$ cat src/rtl/dbrt_pkg.sv
package dbrt_pkg;

  typedef enum logic [1:0] {
    OP_VALIDATE = 2'd0,
    OP_SWITCH   = 2'd1,
    OP_ROLLBACK = 2'd2,
    OP_NONE     = 2'd3
  } op_e;

  typedef enum logic [2:0] {
    RC_OK        = 3'd0,
    RC_NOT_READY = 3'd1,
    RC_NOT_VALID = 3'd2,
    RC_VER_STALE = 3'd3,
    RC_NO_ROLLBK = 3'd4,
    RC_COMPILE   = 3'd5,
    RC_QUOTA     = 3'd6,
    RC_BUSY      = 3'd7
  } rc_e;

  // number of set bits in a slice's live map
  function automatic logic [7:0] count_live(input logic [31:0] map);
    logic [7:0] n;
    n = '0;
    for (int i = 0; i < 32; i++) n = n + 8'(map[i]);
    return n;
  endfunction

  function automatic logic within_quota(input logic [7:0] n, input int unsigned q);
    return (32'(n) <= q);
  endfunction

  // strict ordering of versions, no wrap handling
  function automatic logic ver_newer(input logic [31:0] cand, input logic [31:0] cur);
    return (cand > cur);
  endfunction

endpackage

$ cat src/rtl/dbrt_banks.sv
module dbrt_banks #(
  parameter int ENTRIES = 16,
  parameter int KEY_W   = 4,
  parameter int ACT_W   = 8
) (
  input  logic               clk,
  input  logic               active_sel,
  input  logic               clr_fire,
  input  logic [KEY_W-1:0]   clr_idx,
  input  logic               wr_fire,
  input  logic [KEY_W-1:0]   wr_idx,
  input  logic               wr_live,
  input  logic [ACT_W-1:0]   wr_act,
  input  logic [KEY_W-1:0]   rd_idx,
  output logic               rd_live,
  output logic [ACT_W-1:0]   rd_act,
  output logic [ENTRIES-1:0] shadow_map
);

  logic [1:0]         rd_live_b;
  logic [ACT_W-1:0]   rd_act_b  [2];
  logic [ENTRIES-1:0] live_map_b [2];

  for (genvar b = 0; b < 2; b++) begin : g_bank
    localparam logic BID = (b == 1);
    logic [ENTRIES-1:0] live_q;
    logic [ACT_W-1:0]   act_q [ENTRIES];

    // the live bank is never written; the clear sweep touches both
    always_ff @(posedge clk) begin
      if (clr_fire) begin
        live_q[clr_idx] <= 1'b0;
        act_q[clr_idx]  <= '0;
      end else if (wr_fire && (active_sel != BID)) begin
        live_q[wr_idx]  <= wr_live;
        act_q[wr_idx]   <= wr_act;
      end
    end

    assign rd_live_b[b]  = live_q[rd_idx];
    assign rd_act_b[b]   = act_q[rd_idx];
    assign live_map_b[b] = live_q;
  end

  assign rd_live    = rd_live_b[active_sel];
  assign rd_act     = rd_act_b[active_sel];
  assign shadow_map = live_map_b[~active_sel];

endmodule

$ cat src/rtl/dbrt_quota.sv
module dbrt_quota #(
  parameter int SLICES = 4,
  parameter int RULES  = 4,
  parameter int QUOTA  = 3
) (
  input  logic [SLICES*RULES-1:0] live_map,
  output logic                    all_ok
);
  import dbrt_pkg::*;

  logic [SLICES-1:0] slice_ok;

  for (genvar s = 0; s < SLICES; s++) begin : g_slice
    logic [7:0] n_live;
    assign n_live      = count_live(32'(live_map[s*RULES +: RULES]));
    assign slice_ok[s] = within_quota(n_live, QUOTA);
  end

  assign all_ok = &slice_ok;

endmodule

$ cat src/rtl/dbrt_ctrl.sv
module dbrt_ctrl #(
  parameter int ENTRIES  = 16,
  parameter int KEY_W    = 4,
  parameter int VER_W    = 8,
  parameter int CNT_W    = 8,
  parameter int TS_W     = 16,
  parameter int REASON_W = 4
) (
  input  logic                clk,
  input  logic                rst_n,
  input  logic                wr_en,
  input  logic                tag_en,
  input  logic [VER_W-1:0]    tag_ver,
  input  logic                cmd_valid,
  input  logic [1:0]          cmd_op,
  input  logic                cmp_ok,
  input  logic [REASON_W-1:0] cmd_reason,
  input  logic                quota_ok,
  output logic                wr_fire,
  output logic                clr_fire,
  output logic [KEY_W-1:0]    clr_idx,
  output logic                active_sel,
  output logic                ready,
  output logic                rsp_valid,
  output logic [2:0]          rsp_code,
  output logic [VER_W-1:0]    active_ver,
  output logic [VER_W-1:0]    shadow_ver,
  output logic                shadow_ok,
  output logic [CNT_W-1:0]    ev_count,
  output logic [TS_W-1:0]     ev_ts,
  output logic                ev_kind,
  output logic [VER_W-1:0]    rb_ver,
  output logic [REASON_W-1:0] rb_reason
);
  import dbrt_pkg::*;

  logic                ready_q, active_sel_q, shadow_ok_q, rb_avail_q;
  logic [KEY_W-1:0]    init_idx_q;
  logic [VER_W-1:0]    active_ver_q, shadow_ver_q, rb_ver_q;
  logic [CNT_W-1:0]    ev_count_q;
  logic [TS_W-1:0]     ts_q, ev_ts_q;
  logic                ev_kind_q, rsp_valid_q;
  logic [2:0]          rsp_code_q;
  logic [REASON_W-1:0] rb_reason_q;

  op_e  op;
  rc_e  code;
  logic cmd_fire, shadow_touch, sw_ok, rb_ok, val_ok, flip, tag_fire;

  assign op           = op_e'(cmd_op);
  assign cmd_fire     = cmd_valid && (op != OP_NONE);
  assign shadow_touch = wr_en || tag_en;

  always_comb begin
    code = RC_OK;
    if (!ready_q) begin
      code = RC_NOT_READY;
    end else begin
      unique case (op)
        OP_VALIDATE: begin
          if (shadow_touch)   code = RC_BUSY;
          else if (!cmp_ok)   code = RC_COMPILE;
          else if (!quota_ok) code = RC_QUOTA;
        end
        OP_SWITCH: begin
          if (!shadow_ok_q) code = RC_NOT_VALID;
          else if (!ver_newer(32'(shadow_ver_q), 32'(active_ver_q))) code = RC_VER_STALE;
        end
        OP_ROLLBACK: begin
          if (!rb_avail_q) code = RC_NO_ROLLBK;
        end
        default: code = RC_OK;
      endcase
    end
  end

  // named internal events
  assign sw_ok    = cmd_fire && (op == OP_SWITCH)   && (code == RC_OK);
  assign rb_ok    = cmd_fire && (op == OP_ROLLBACK) && (code == RC_OK);
  assign val_ok   = cmd_fire && (op == OP_VALIDATE) && (code == RC_OK);
  assign flip     = sw_ok || rb_ok;
  assign wr_fire  = wr_en  && ready_q && !flip;
  assign tag_fire = tag_en && ready_q && !flip;
  assign clr_fire = !ready_q;
  assign clr_idx  = init_idx_q;

  // reset recovery sweep and free-running stamp
  always_ff @(posedge clk or negedge rst_n) begin
    if (!rst_n) begin
      ready_q    <= 1'b0;
      init_idx_q <= '0;
      ts_q       <= '0;
    end else begin
      ts_q <= ts_q + 1'b1;
      if (!ready_q) begin
        init_idx_q <= init_idx_q + 1'b1;
        if (init_idx_q == KEY_W'(ENTRIES - 1)) ready_q <= 1'b1;
      end
    end
  end

  always_ff @(posedge clk or negedge rst_n) begin
    if (!rst_n) begin
      active_sel_q <= 1'b0;
      active_ver_q <= '0;
      shadow_ver_q <= '0;
      shadow_ok_q  <= 1'b0;
      rb_avail_q   <= 1'b0;
      ev_count_q   <= '0;
      ev_ts_q      <= '0;
      ev_kind_q    <= 1'b0;
      rb_ver_q     <= '0;
      rb_reason_q  <= '0;
      rsp_valid_q  <= 1'b0;
      rsp_code_q   <= '0;
    end else begin
      rsp_valid_q <= cmd_fire;
      rsp_code_q  <= code;
      if (flip) begin
        active_sel_q <= ~active_sel_q;
        active_ver_q <= shadow_ver_q;
        shadow_ver_q <= active_ver_q;
        shadow_ok_q  <= 1'b0;
        rb_avail_q   <= sw_ok;
        ev_count_q   <= ev_count_q + 1'b1;
        ev_ts_q      <= ts_q;
        ev_kind_q    <= rb_ok;
        if (rb_ok) begin
          rb_ver_q    <= shadow_ver_q;
          rb_reason_q <= cmd_reason;
        end
      end else begin
        if (tag_fire) shadow_ver_q <= tag_ver;
        if (wr_fire || tag_fire) begin
          shadow_ok_q <= 1'b0;
          rb_avail_q  <= 1'b0;
        end else if (val_ok) begin
          shadow_ok_q <= 1'b1;
        end
      end
    end
  end

  assign active_sel = active_sel_q;
  assign ready      = ready_q;
  assign rsp_valid  = rsp_valid_q;
  assign rsp_code   = rsp_code_q;
  assign active_ver = active_ver_q;
  assign shadow_ver = shadow_ver_q;
  assign shadow_ok  = shadow_ok_q;
  assign ev_count   = ev_count_q;
  assign ev_ts      = ev_ts_q;
  assign ev_kind    = ev_kind_q;
  assign rb_ver     = rb_ver_q;
  assign rb_reason  = rb_reason_q;

  // every bank flip is one counted event
  p_flip_counted_r7: assert property (@(posedge clk) disable iff (!rst_n)
    !$stable(active_sel_q) |-> ev_count_q == CNT_W'($past(ev_count_q) + 1));

  // the live bank only moves on a command issued while ready
  p_flip_needs_cmd_r4: assert property (@(posedge clk) disable iff (!rst_n)
    !$stable(active_sel_q) |-> $past(cmd_valid && ready_q));

  // an accepted switch always raises the live version
  p_switch_ver_up_r4: assert property (@(posedge clk) disable iff (!rst_n)
    sw_ok |=> active_ver_q > $past(active_ver_q));

  // validated flag is only set by a validate command
  p_ok_from_validate_r3: assert property (@(posedge clk) disable iff (!rst_n)
    $rose(shadow_ok_q) |-> $past(cmd_valid && cmd_op == 2'd0));

  // ready never drops once raised
  p_ready_sticky_r8: assert property (@(posedge clk) disable iff (!rst_n)
    ready_q |=> ready_q);

endmodule

$ cat src/rtl/dual_bank_rule_table.sv
module dual_bank_rule_table #(
  parameter int SLICES   = 4,
  parameter int RULES    = 4,
  parameter int QUOTA    = 3,
  parameter int ACT_W    = 8,
  parameter int VER_W    = 8,
  parameter int CNT_W    = 8,
  parameter int TS_W     = 16,
  parameter int REASON_W = 4,
  localparam int ENTRIES = SLICES * RULES,
  localparam int KEY_W   = $clog2(ENTRIES)
) (
  input  logic                clk,
  input  logic                rst_n,
  input  logic                wr_en,
  input  logic [KEY_W-1:0]    wr_key,
  input  logic                wr_live,
  input  logic [ACT_W-1:0]    wr_action,
  input  logic                tag_en,
  input  logic [VER_W-1:0]    tag_ver,
  input  logic                cmd_valid,
  input  logic [1:0]          cmd_op,
  input  logic                cmp_ok,
  input  logic [REASON_W-1:0] cmd_reason,
  output logic                rsp_valid,
  output logic [2:0]          rsp_code,
  input  logic                lk_valid,
  input  logic [KEY_W-1:0]    lk_key,
  output logic                res_valid,
  output logic                res_hit,
  output logic [ACT_W-1:0]    res_action,
  output logic [VER_W-1:0]    res_ver,
  output logic [VER_W-1:0]    active_ver,
  output logic [VER_W-1:0]    shadow_ver,
  output logic                shadow_ok,
  output logic                ready,
  output logic [CNT_W-1:0]    ev_count,
  output logic [TS_W-1:0]     ev_ts,
  output logic                ev_kind,
  output logic [VER_W-1:0]    rb_ver,
  output logic [REASON_W-1:0] rb_reason
);

  logic               wr_fire, clr_fire, active_sel, quota_ok, rd_live;
  logic [KEY_W-1:0]   clr_idx;
  logic [ACT_W-1:0]   rd_act;
  logic [ENTRIES-1:0] shadow_map;

  dbrt_banks #(.ENTRIES(ENTRIES), .KEY_W(KEY_W), .ACT_W(ACT_W)) u_banks (
    .clk        (clk),
    .active_sel (active_sel),
    .clr_fire   (clr_fire),
    .clr_idx    (clr_idx),
    .wr_fire    (wr_fire),
    .wr_idx     (wr_key),
    .wr_live    (wr_live),
    .wr_act     (wr_action),
    .rd_idx     (lk_key),
    .rd_live    (rd_live),
    .rd_act     (rd_act),
    .shadow_map (shadow_map)
  );

  dbrt_quota #(.SLICES(SLICES), .RULES(RULES), .QUOTA(QUOTA)) u_quota (
    .live_map (shadow_map),
    .all_ok   (quota_ok)
  );

  dbrt_ctrl #(
    .ENTRIES(ENTRIES), .KEY_W(KEY_W), .VER_W(VER_W), .CNT_W(CNT_W),
    .TS_W(TS_W), .REASON_W(REASON_W)
  ) u_ctrl (
    .clk        (clk),
    .rst_n      (rst_n),
    .wr_en      (wr_en),
    .tag_en     (tag_en),
    .tag_ver    (tag_ver),
    .cmd_valid  (cmd_valid),
    .cmd_op     (cmd_op),
    .cmp_ok     (cmp_ok),
    .cmd_reason (cmd_reason),
    .quota_ok   (quota_ok),
    .wr_fire    (wr_fire),
    .clr_fire   (clr_fire),
    .clr_idx    (clr_idx),
    .active_sel (active_sel),
    .ready      (ready),
    .rsp_valid  (rsp_valid),
    .rsp_code   (rsp_code),
    .active_ver (active_ver),
    .shadow_ver (shadow_ver),
    .shadow_ok  (shadow_ok),
    .ev_count   (ev_count),
    .ev_ts      (ev_ts),
    .ev_kind    (ev_kind),
    .rb_ver     (rb_ver),
    .rb_reason  (rb_reason)
  );

  // lookup stage: bank select sampled at the same edge a switch lands
  always_ff @(posedge clk or negedge rst_n) begin
    if (!rst_n) begin
      res_valid  <= 1'b0;
      res_hit    <= 1'b0;
      res_action <= '0;
      res_ver    <= '0;
    end else begin
      res_valid <= lk_valid && ready;
      if (lk_valid && ready) begin
        res_hit    <= rd_live;
        res_action <= rd_live ? rd_act : '0;
        res_ver    <= active_ver;
      end
    end
  end

  // a result only follows a lookup accepted one cycle earlier
  p_result_follows_r2: assert property (@(posedge clk) disable iff (!rst_n)
    res_valid |-> $past(lk_valid && ready));

endmodule

$ cat config.mk
export PLATFORM = sky130hd
export DESIGN_NAME = dual_bank_rule_table
export DESIGN_NICKNAME = d
export VERILOG_FILES = /design/src/rtl/dbrt_pkg.sv /design/src/rtl/dbrt_banks.sv /design/src/rtl/dbrt_quota.sv /design/src/rtl/dbrt_ctrl.sv /design/src/rtl/dual_bank_rule_table.sv
export SDC_FILE = /design/constraint.sdc
export NUM_CORES = 1
export LEC_CHECK = 0
export ABC_CLOCK_PERIOD_IN_PS = 7200
export BUFFER_PORTS_ARGS = -buffer_cell sky130_fd_sc_hd__clkbuf_2
export CAP_MARGIN = 0
export CORE_UTILIZATION = 55
export DETAILED_ROUTE_END_ITERATION = 7
export PLACE_DENSITY = 0.74
export REMOVE_ABC_BUFFERS = 1
export SYNTH_ARGS = -nofsm -noshare
export SYNTH_HDL_FRONTEND = slang
export SYNTH_SLANG_ARGS = --single-unit
$ cat constraint.sdc
create_clock -name clk -period 7.2 [get_ports clk]
set_clock_uncertainty 0.1 [all_clocks]
set_input_delay 0.36 -clock clk [delete_from_list [all_inputs] [get_ports clk]]
set_output_delay 0.36 -clock clk [all_outputs]
set_load 0.005 [all_outputs]
==> flow_metrics.tcl, run 1 <==
set metrics [dict create \
    synthCells 1057 \
    clkSinkCount 387 \
    crit_required_ps 7190 \
    path_common_cell "ha_1" \
    yosysUniqueCellTypes 47 \
    io_pins 115 \
    vias 10137 \
    grt_first_pass_wirelength_um 59890 \
    root_buffer "clkbuf_16" \
    drc 0 \
    crit_fanout 74 \
    mostFrequentLayoutCell "edfxtp_1" \
    netlist.top_cell.by_area "edfxtp_1" \
    dpl_cell_area_sq_um 17990 \
    ys_seq_area_share_pct 65.98 \
    final_antenna_net_count 0 \
    endpoint_kind "flop" \
    gp_congestion 0.8770 \
    power-per-cell-area_nw_per_um2 280.0 \
    netlist.area_leader.share_pct 51.29 \
    synthTopCellsByArea "edfxtp_1 51%, dfrtp_1 15%, mux4_2 9.8%" \
    ys_seq_elements 387 \
    areaGrowthSynthToFinish_pct 14.09 \
    dp_slack_ps 2114 \
    period_share_pct 70.90 \
    most-common-layout-cells "288 x edfxtp_1, 112 x clkbuf_2, 97 x dfrtp_1" \
    cp_slowest_cell "dfrtp_2" \
    drv_slew 0 \
    start_kind "flop" \
    dieWidth_um 177.1 \
    synth_area_per_cell_sq_um 15.95 \
    cts_setup_buffers 0 \
    rsz0062_at_grt "false" \
    synthFlopType "edfxtp_1" \
    initial_utilization_pct 56.44 \
    first_iter_violations 919 \
    final_cells 1608 \
    htree_levels 2 \
    critPathKind "reg -> reg" \
    cp_data_arrival_time_ps 5100 \
    p_leak_nw 7.471 \
    cts_made_buffers 38 \
    antenna_found_initial 0 \
    fin_ws_ps 2095 \
    grt_max_degree 75 \
    hold_class "in -> reg" \
    crit_chain "mux2_2 -> ha_1 -> ha_1 -> a22oi_1 -> o211ai_1 -> o31ai_2 -> o211ai_2 -> nor3_4 -> buf_4 -> o21ai_0" \
    drive_gt1_share_pct 30.46 \
    async_reset_ff_share_pct 25.58 \
    synth_area_sq_um 16860 \
    worstMarginPinSlew_ps 1284 \
    cap_violations 0 \
    core_sq_um 29870 \
    drt_wl_total_um 39470 \
    dp_cells 1532 \
    hold_viol 0 \
    synth_edf_count 288 \
    wl_per_cell_um 24.55 \
    p_total_mw 5.387 \
    synth-warning-count 0 \
    cts.repair.resized 0 \
    clock_latency_ps 520 \
    hpwl_um 26030 \
    max-vdd-ir-drop_mv 0.1627 \
    antennaDiodeCount 0 \
    rows 63 \
    path_clk_slew_ps 60 \
    max_freq_mhz 195.9 \
    slew_headroom_pct 14.09 \
    vias_per_cell 6.304 \
    die-area_sq_um 31360 \
    fin_crit_ps 5105 \
    globalRouteOverflowTotal 0 \
    status "finished clean" \
    layout.nets 1250 \
    grtUsageTotal_pct 25.91 \
    cts_tree "yes" \
    clockBufferDepth 3 \
    fill_cells 2130 \
    finalSetupViolations 0 \
    tns_ps 0 \
    firstDrtPassIters 5 \
    critPathMaxStageDelay_ps 1060 \
    final_cell_area_sq_um 19240 \
    fp.dieH_um 177.1 \
    io_buffers 114 \
    grt_pass1_vias 10038 \
]
path summary, 6_finish.rpt:
path | cells past startpoint | to | start | slack (ps)
hold / removal | 3 | u_ctrl.shadow_ver[5]$_DFFE_PN0P_ | tag_ver[5] | 30
setup / recovery | 10 | u_banks.g_bank[0].act_q[11][6]$_DFFE_PP_ | u_ctrl.active_sel$_DFFE_PN0P_ | 2100
min in group asynchronous | 2 | res_ver[1]$_DFFE_PN0P_ | rst_n | 230
hold reg to reg | 1 | u_ctrl.ts_q[15]$_DFF_PN0_ | u_ctrl.ts_q[15]$_DFF_PN0_ | 370
setup reg to reg | 10 | u_banks.g_bank[0].act_q[11][6]$_DFFE_PP_ | u_ctrl.active_sel$_DFFE_PN0P_ | 2100
max in group asynchronous | 3 | u_ctrl.active_sel$_DFFE_PN0P_ | rst_n | 5500
report_power, final:
| part | leakage [nW] | internal [mW] | switching, mW |
|---|---|---|---|
| Sequential | 3.92 | 2.58 | 0.131 |
| Clock | 0.568 | 1.07 | 0.825 |
| Combinational | 2.99 | 0.332 | 0.447 |
| Total | 7.47 | 3.98 | 1.40 |
layer usage:
metal | track usage [%] | share of wire, %
met5 | 0 | 0
met4 | 10.31 | 4.0
met1 | 36.14 | 40
met2 | 40.76 | 47
met3 | 4.532 | 9.2
cell families (layout without fill, tap and decap cells):
logic type	Yosys count	in the layout	synth area share, %
flops	387	387	65.98
fa+ha+maj	22	22	1.633
compound gates	169	169	6.842
xor+xnor	24	24	1.247
mux	178	178	16.50
buf+inv	79	240	2.018
simple gates	198	198	5.781
through the flow:
step           hold WS [ps]  utilization, %
6_report              27.23           64.39
5_1_grt               34.79           64.39
4_1_cts               12.05           64.36
3_5_place_dp          233.2           60.22
3_3_place_gp          220.9           60.22
2_1_floorplan        -35.59               -
sequential cells by signal, indices dropped and copies added, names as in the netlist:
signal	flops
u_banks.g_bank.live_q	32
u_ctrl.ev_ts	16
u_ctrl.shadow_ok	1
u_ctrl.ts_q	16
u_ctrl.rb_ver	8
u_banks.g_bank.act_q	256
u_ctrl.rsp_code	3
u_ctrl.active_sel	1
u_ctrl.rb_reason	4
u_ctrl.ready	1
u_ctrl.shadow_ver	8
u_ctrl.active_ver	8
u_ctrl.rb_avail_q	1
res_ver	8
res_hit	1
u_ctrl.rsp_valid	1
res_action	8
u_ctrl.ev_count	8
u_ctrl.ev_kind	1
u_ctrl.clr_idx	4
res_valid	1
worst max-delay path: cells and delay by family, from the launching register on:
family          cells  cell delay, ps
flops               1            1060
mux                 1             430
buf+inv             1             730
fa+ha+maj           2             480
simple gates        1             230
compound gates      5            1570
cells in the mapped netlist (all sizes together) (10+ instances only):
cell,n
inv,16
o31ai,43
mux2i,36
clkbuf,26
nor2,38
ha,22
dfrtp,99
nor4b,11
buf,37
xnor2,11
a21oi,21
mux4,73
xor2,13
nor2b,10
mux2,69
nand2,65
edfxtp,288
o21ai,33
a21o,33
nand3,28
area by class of cell:
cell class | instances | area [sq um] | area share (%)
clock buffer | 46 | 1002 | 5.210
clock inverter | 22 | 175.2 | 0.9106
inverter | 16 | 60.06 | 0.3122
multi-input combinational | 591 | 5480 | 28.49
sequential | 387 | 11130 | 57.85
tap | 390 | 488.0 | 2.537
timing repair buffer | 156 | 903.4 | 4.696
repair_timing:
item                                    in CTS  in global routing
endpoints found under the setup margin       0                  0
hold buffers                                 6                  0
endpoints found under the hold margin       37                  0
(Power assumes the default switching activity.)
==> run 2, diff against run 1 <==
ABC_AREA = 1   (was not set)
ABC_CLOCK_PERIOD_IN_PS = 4140   (was 7200)
PLACE_DENSITY = 0.76   (was 0.74)
clock period = 4.14 ns   (was 7.2 ns; I/O delays follow)
==> flow_metrics.tcl, run 2 <==
set metrics [dict create \
    status "finished clean" \
    ys_seq_area_share_pct 65.50 \
    slew_headroom_pct 24.64 \
    dp_cells 2015 \
    crit_fanout 46 \
    hpwl_um 28490 \
    synthFlopType "edfxtp_1" \
    holdPathEnd "u_ctrl.rsp_code[1]$_DFF_PN0_" \
    root_buffer "clkbuf_16" \
    synth_edf_count 288 \
    yosysMostFrequentCell "edfxtp_1" \
    initial_utilization_pct 56.56 \
    vias 12742 \
    max-vdd-ir-drop_mv 0.3625 \
    start_kind "flop" \
    critPathMaxStageDelay_ps 580 \
    endpoint_kind "flop" \
    largest-register "u_banks.g_bank.act_q" \
    hold_class "in -> reg" \
    worstHoldStart "tag_en" \
    cp_slowest_cell "dlygate4sd3_1" \
    power-per-cell-area_nw_per_um2 522.8 \
    path_clk_slew_ps 60 \
    worstMarginPinSlew_ps 1130 \
    synthTopCellsByArea "edfxtp_1 51%, dfrtp_1 15%, o21ai_0 7.2%" \
    synth_area_per_cell_sq_um 10.89 \
    drc 0 \
    dp_slack_ps 174.5 \
    final_cells 2110 \
    io_pins 115 \
    grt_max_degree 119 \
    regToRegEndpoint "u_ctrl.shadow_ok$_DFFE_PN0P_" \
    period_share_pct 96.54 \
    mostFrequentLayoutCell "edfxtp_1" \
    holdWs_ps 37.86 \
    top_regs "u_banks.g_bank.act_q x256, u_banks.g_bank.live_q x32" \
    io_buffers 114 \
    most-common-layout-cells "288 x edfxtp_1, 246 x o21ai_0, 214 x nand2_1" \
    clkSinkCount 387 \
    firstDrtPassIters 6 \
    async_reset_ff_share_pct 25.58 \
    grt_pass1_vias 12260 \
    tns_ps 0 \
    clock_latency_ps 540 \
    crit_required_ps 4500 \
    largest_reg_flops 256 \
    synth_area_sq_um 16990 \
    gp_congestion 0.9062 \
    fin_crit_ps 3997 \
    p_leak_nw 7.672 \
    layout.nets 1748 \
    cts_tree "yes" \
    synth-warning-count 0 \
    rows 63 \
    cap_violations 0 \
    drv_slew 0 \
    dieWidth_um 177.7 \
    hold-path-cell-count 5 \
    die-area_sq_um 31590 \
    synthCells 1560 \
    antennaDiodeCount 0 \
    fin_ws_ps 143.2 \
    netlist.area_leader.share_pct 50.92 \
    path_common_cell "nand2_1" \
    core_sq_um 30030 \
    cts_made_buffers 41 \
    drt_wl_total_um 44330 \
    wl_per_cell_um 21.01 \
    cp_data_arrival_time_ps 4350 \
    ff2ff_path_depth 21 \
    hold_viol 0 \
    crit_chain "buf_12 -> nand2_1 -> o21ai_0 -> ha_1 -> ha_1 -> nand3_1 -> nand2_1 -> nand2_1 -> nand2_1 -> inv_1 -> nand2_1 -> nand3_1 -> nand3_1 -> nand2_2 -> o211ai_4 -> buf_6 -> nand2_1 -> inv_1 -> nand2_1 -> a21oi_1 -> dlygate4sd3_1" \
    yosysUniqueCellTypes 37 \
    rsz0062_at_grt "true" \
    clockBufferDepth 3 \
    synth.top_cells.by_count "288 x edfxtp_1, 246 x o21ai_0, 231 x nor2_1" \
    finalSetupViolations 0 \
    final_util_pct 65.28 \
    max_freq_mhz 250.2 \
    globalRouteOverflowTotal 0 \
    regToRegSetupSlack_ps 140 \
    r2r-start "u_ctrl.active_sel$_DFFE_PN0P_" \
    htree_levels 2 \
    grt_first_pass_wirelength_um 67790 \
    critPathKind "reg -> reg" \
    antenna_found_initial 0 \
    ys_seq_elements 387 \
    vias_per_cell 6.039 \
    netlist.top_cell.by_area "edfxtp_1" \
    areaGrowthSynthToFinish_pct 15.43 \
    first_iter_violations 1432 \
    drive_gt1_share_pct 15.52 \
    fp.dieH_um 177.7 \
    final_antenna_net_count 0 \
    grtUsageTotal_pct 28.33 \
    cts_setup_buffers 0 \
]
## run 2: per-layer routing
metal | GRT usage, % | share of wire (%) | vias up
met5 | 0 | 0 | -
met4 | 11.29 | 3.5 | 0
met3 | 4.606 | 8.6 | 119
met2 | 45.75 | 48 | 699
met1 | 38.43 | 40 | 6178
li1 | - | - | 5746
## run 2: critical path: cells and delay by family (launching register included)
kind                       cells  cell delay [ps]
buffers and inverters          5             1420
and+or+nand+nor               11              930
adders and majority gates      2              620
AOI/OAI and AO/OA              3              450
DFF                            1              390
## run 2: area by class of cell
class / instances / area [sq um]
timing repair buffer: 173 / 1085
inverter: 115 / 436.7
sequential: 387 / 11130
clock buffer: 55 / 1151
multi-input combinational: 970 / 5117
tap: 390 / 488.0
clock inverter: 20 / 201.4
fill: 2236 / 10430
## run 2: worst max-delay path by stage
stage,endpoint,slack (ps),startpoint,cells past startpoint
after floorplan,u_banks.g_bank[0].act_q[0][0]$_DFFE_PP_,-360,u_ctrl.active_sel$_DFFE_PN0P_,17
after global placement,u_banks.g_bank[0].act_q[7][5]$_DFFE_PP_,330,u_ctrl.active_sel$_DFFE_PN0P_,19
after detailed placement,u_banks.g_bank[0].act_q[7][0]$_DFFE_PP_,170,u_ctrl.active_sel$_DFFE_PN0P_,18
after CTS,u_ctrl.shadow_ok$_DFFE_PN0P_,100,u_ctrl.active_sel$_DFFE_PN0P_,21
after global routing,u_ctrl.shadow_ok$_DFFE_PN0P_,-80,u_ctrl.active_sel$_DFFE_PN0P_,20
final,u_ctrl.shadow_ok$_DFFE_PN0P_,140,u_ctrl.active_sel$_DFFE_PN0P_,21
## run 2: repair_timing
item,CTS,global route
gates resized for setup,0,28
hold buffers,20,0
hold endpoints to repair,86,0
endpoints found under the setup margin,0,181
## run 2: logic make-up (layout without fill, tap and decap cells)
group / Yosys count / in the layout / share of synthesized area (%)
multiplexers: 9 / 9 / 0.5967
adder cells (fa/ha/maj): 22 / 22 / 1.621
AND/OR/NAND/NOR: 535 / 535 / 12.93
XOR/XNOR: 25 / 25 / 1.289
AO/OA/AOI/OAI: 379 / 379 / 13.25
flip-flops: 387 / 387 / 65.50
buffers and inverters: 203 / 363 / 4.810
## run 2: power by group
part           switching [mW]  internal (mW)
sequential              0.172           4.56
combinational            1.22          0.624
clock                    1.47           2.20
## run 2: per-stage QoR
stage / power, mW / cell area, sq um
detailed placement: 6.573 / 17970
finish: 10.25 / 19610
CTS: 10.23 / 19530
floorplan: 5.728 / 16600
global route: 10.65 / 19610
global placement: 6.511 / 17970
==> run 3, diff against run 2 <==
BUFFER_PORTS_ARGS = -buffer_cell sky130_fd_sc_hd__buf_2   (was -buffer_cell sky130_fd_sc_hd__clkbuf_2)
SYNTH_HIERARCHICAL = 1   (was not set)
==> flow_metrics.tcl, run 3 <==
set metrics [dict create \
    yosysUniqueCellTypes 41 \
    largest-register "u_banks/g_bank.act_q" \
    regToRegSetupSlack_ps 180 \
    grt_max_degree 77 \
    holdWs_ps 120.9 \
    most-common-layout-cells "626 x nand2_1, 288 x edfxtp_1, 258 x nand3_1" \
    gp_congestion 0.9286 \
    first_iter_violations 1687 \
    io_buffers 114 \
    p_total_mw 10.11 \
    grt_first_pass_wirelength_um 70510 \
    synth_edf_count 288 \
    yosysMostFrequentCell "nand2_1" \
    initial_utilization_pct 55.92 \
    endpoint_kind "flop" \
    critPathKind "reg -> reg" \
    root_buffer "clkbuf_16" \
    regToRegEndpoint "u_banks/g_bank[0].act_q[3][7]$_DFFE_PP_" \
    hpwl_um 28560 \
    io_pins 115 \
    ys_seq_area_share_pct 63.05 \
    antennaDiodeCount 0 \
    fin_crit_ps 3958 \
    rows 65 \
    synth_area_per_cell_sq_um 9.754 \
    fin_ws_ps 182.1 \
    antenna_found_initial 0 \
    cp_data_arrival_time_ps 4090 \
    drive_gt1_share_pct 14.42 \
    clkSinkCount 387 \
    drv_slew 0 \
    tns_ps 0 \
    max-vdd-ir-drop_mv 0.2883 \
    crit_fanout 16 \
    netlist.area_leader.share_pct 49.01 \
    async_reset_ff_share_pct 25.58 \
    worstMarginPinSlew_ps 1015 \
    drt_wl_total_um 44870 \
    layout.nets 2019 \
    dp_cells 2305 \
    cts_tree "yes" \
    crit_path_start "u_ctrl/active_sel$_DFFE_PN0P_" \
    r2r-start "u_ctrl/active_sel$_DFFE_PN0P_" \
    clock_latency_ps 540 \
    p_leak_nw 8.743 \
    final_antenna_net_count 0 \
    htree_levels 2 \
    path_clk_slew_ps 60 \
    firstDrtPassIters 8 \
    synthCells 1809 \
    vias_per_cell 5.690 \
    crit_required_ps 4280 \
    hold_viol 0 \
    globalRouteOverflowTotal 0 \
    vias 13650 \
    status "finished clean" \
    max_freq_mhz 252.7 \
    mostFrequentLayoutCell "nand2_1" \
    hold_class "in -> reg" \
    largest_reg_flops 256 \
    dp_slack_ps 178.3 \
    synth.top_cells.by_count "629 x nand2_1, 288 x edfxtp_1, 258 x nand3_1" \
    dieWidth_um 181.1 \
    period_share_pct 95.60 \
    synth-warning-count 6 \
    drc 0 \
    areaGrowthSynthToFinish_pct 15.13 \
    wl_per_cell_um 18.70 \
    core_sq_um 31560 \
    netlist.top_cell.by_area "edfxtp_1" \
    cp-endpoint "u_banks/g_bank[0].act_q[3][7]$_DFFE_PP_" \
    power-per-cell-area_nw_per_um2 497.8 \
    fp.dieH_um 181.1 \
    final_cells 2399 \
    synthFlopType "edfxtp_1" \
    grt_pass1_vias 13232 \
    ys_seq_elements 387 \
    slew_headroom_pct 32.34 \
    cts_made_buffers 39 \
    top_regs "u_banks/g_bank.act_q x256, u_banks/g_bank.live_q x32" \
    grtUsageTotal_pct 27.62 \
    synthTopCellsByArea "edfxtp_1 49%, dfrtp_1 14%, nand2_1 13%" \
    clockBufferDepth 3 \
    start_kind "flop" \
    ff2ff_path_depth 22 \
    cap_violations 0 \
    synth_area_sq_um 17640 \
    finalSetupViolations 0 \
    die-area_sq_um 32800 \
]
run 3: changes by cell type in the layout (fill, tap and decap cells not counted), sizes merged, moves of 15 or more:
cell and change:
o211ai -15, o21ai -159, buf +146, nand2 +416, nand3 +192, clkbuf -99
o221ai -59, nor2 -117
run 3: cell families after synthesis:
logic type               Yosys count  share of synthesized area (%)
adder cells (fa/ha/maj)           15                          1.234
XOR/XNOR                          23                          1.227
buffers and inverters            217                          5.623
AND/OR/NAND/NOR                 1025                          24.14
flip-flops                       387                          63.05
AO/OA/AOI/OAI                    142                          4.723
run 3: per-stage QoR:
step / area [sq um] / utilization [%]
after floorplan: 17120 / -
after global placement: 18760 / 59.44
after detailed placement: 18760 / 59.44
after CTS: 20230 / 64.10
after global routing: 20310 / 64.37
final: 20310 / 64.37
run 3: area by class of cell:
type | instances | area (sq um)
fill | 2406 | 11240
sequential | 387 | 11130
multi-input combinational | 1205 | 5572
timing repair buffer | 208 | 1365
clock buffer | 67 | 1232
tap | 402 | 503.0
inverter | 125 | 474.2
clock inverter | 5 | 40.04
run 3: timing repair:
item	CTS	global route
buffers inserted	0	1
hold endpoints to repair	91	0
resized for setup	0	19
hold buffers	20	0
endpoints found under the setup margin	0	216
run 3: worst min path at each step:
stage / endpoint / from / depth (start not counted) / slack (ps)
2_1_floorplan: res_action[0]$_DFFE_PN0P_ / rst_n / 0 / -190
3_3_place_gp: u_ctrl/rsp_valid$_DFF_PN0_ / cmd_op[0] / 2 / 330
3_5_place_dp: u_ctrl/rsp_code[1]$_DFF_PN0_ / rst_n / 1 / 330
4_1_cts: u_ctrl/rsp_code[0]$_DFF_PN0_ / cmd_op[1] / 6 / 70
5_1_grt: u_ctrl/rsp_code[0]$_DFF_PN0_ / cmd_op[1] / 6 / 150
6_report: u_ctrl/rsp_code[0]$_DFF_PN0_ / cmd_op[1] / 6 / 120
run 3: power breakdown:
part,switching [mW],leakage [nW],internal (mW)
Combinational,1.24,4.17,0.666
Clock,1.42,0.626,2.02
Sequential,0.198,3.95,4.56
Total,2.86,8.74,7.25
run 3: metal layers:
metal | global-route usage [%] | part of all wire, % | vias up
met4 | 10.24 | 3.1 | 0
met1 | 37.35 | 40 | 6436
li1 | - | - | 6353
met5 | 0 | 0 | -
met2 | 45.11 | 48 | 725
met3 | 4.616 | 9.0 | 136
run 3: worst max-delay path: stages (launching register included):
cell,delay [ps]
dfrtp_2,450
clkbuf_16,190
o21ai_1,140
inv_1,80
fa_1,550
nor2_1,40
nand2_1,50
nand2_1,50
nor2_1,170
o22ai_1,150
nor2_2,210
o211ai_4,110
inv_2,80
nor2_1,40
buf_4,150
nand2_2,100
inv_4,60
nand2_8,110
nand2_1,90
o21ai_2,100
nand3b_1,270
nor2_2,230
buf_6,150
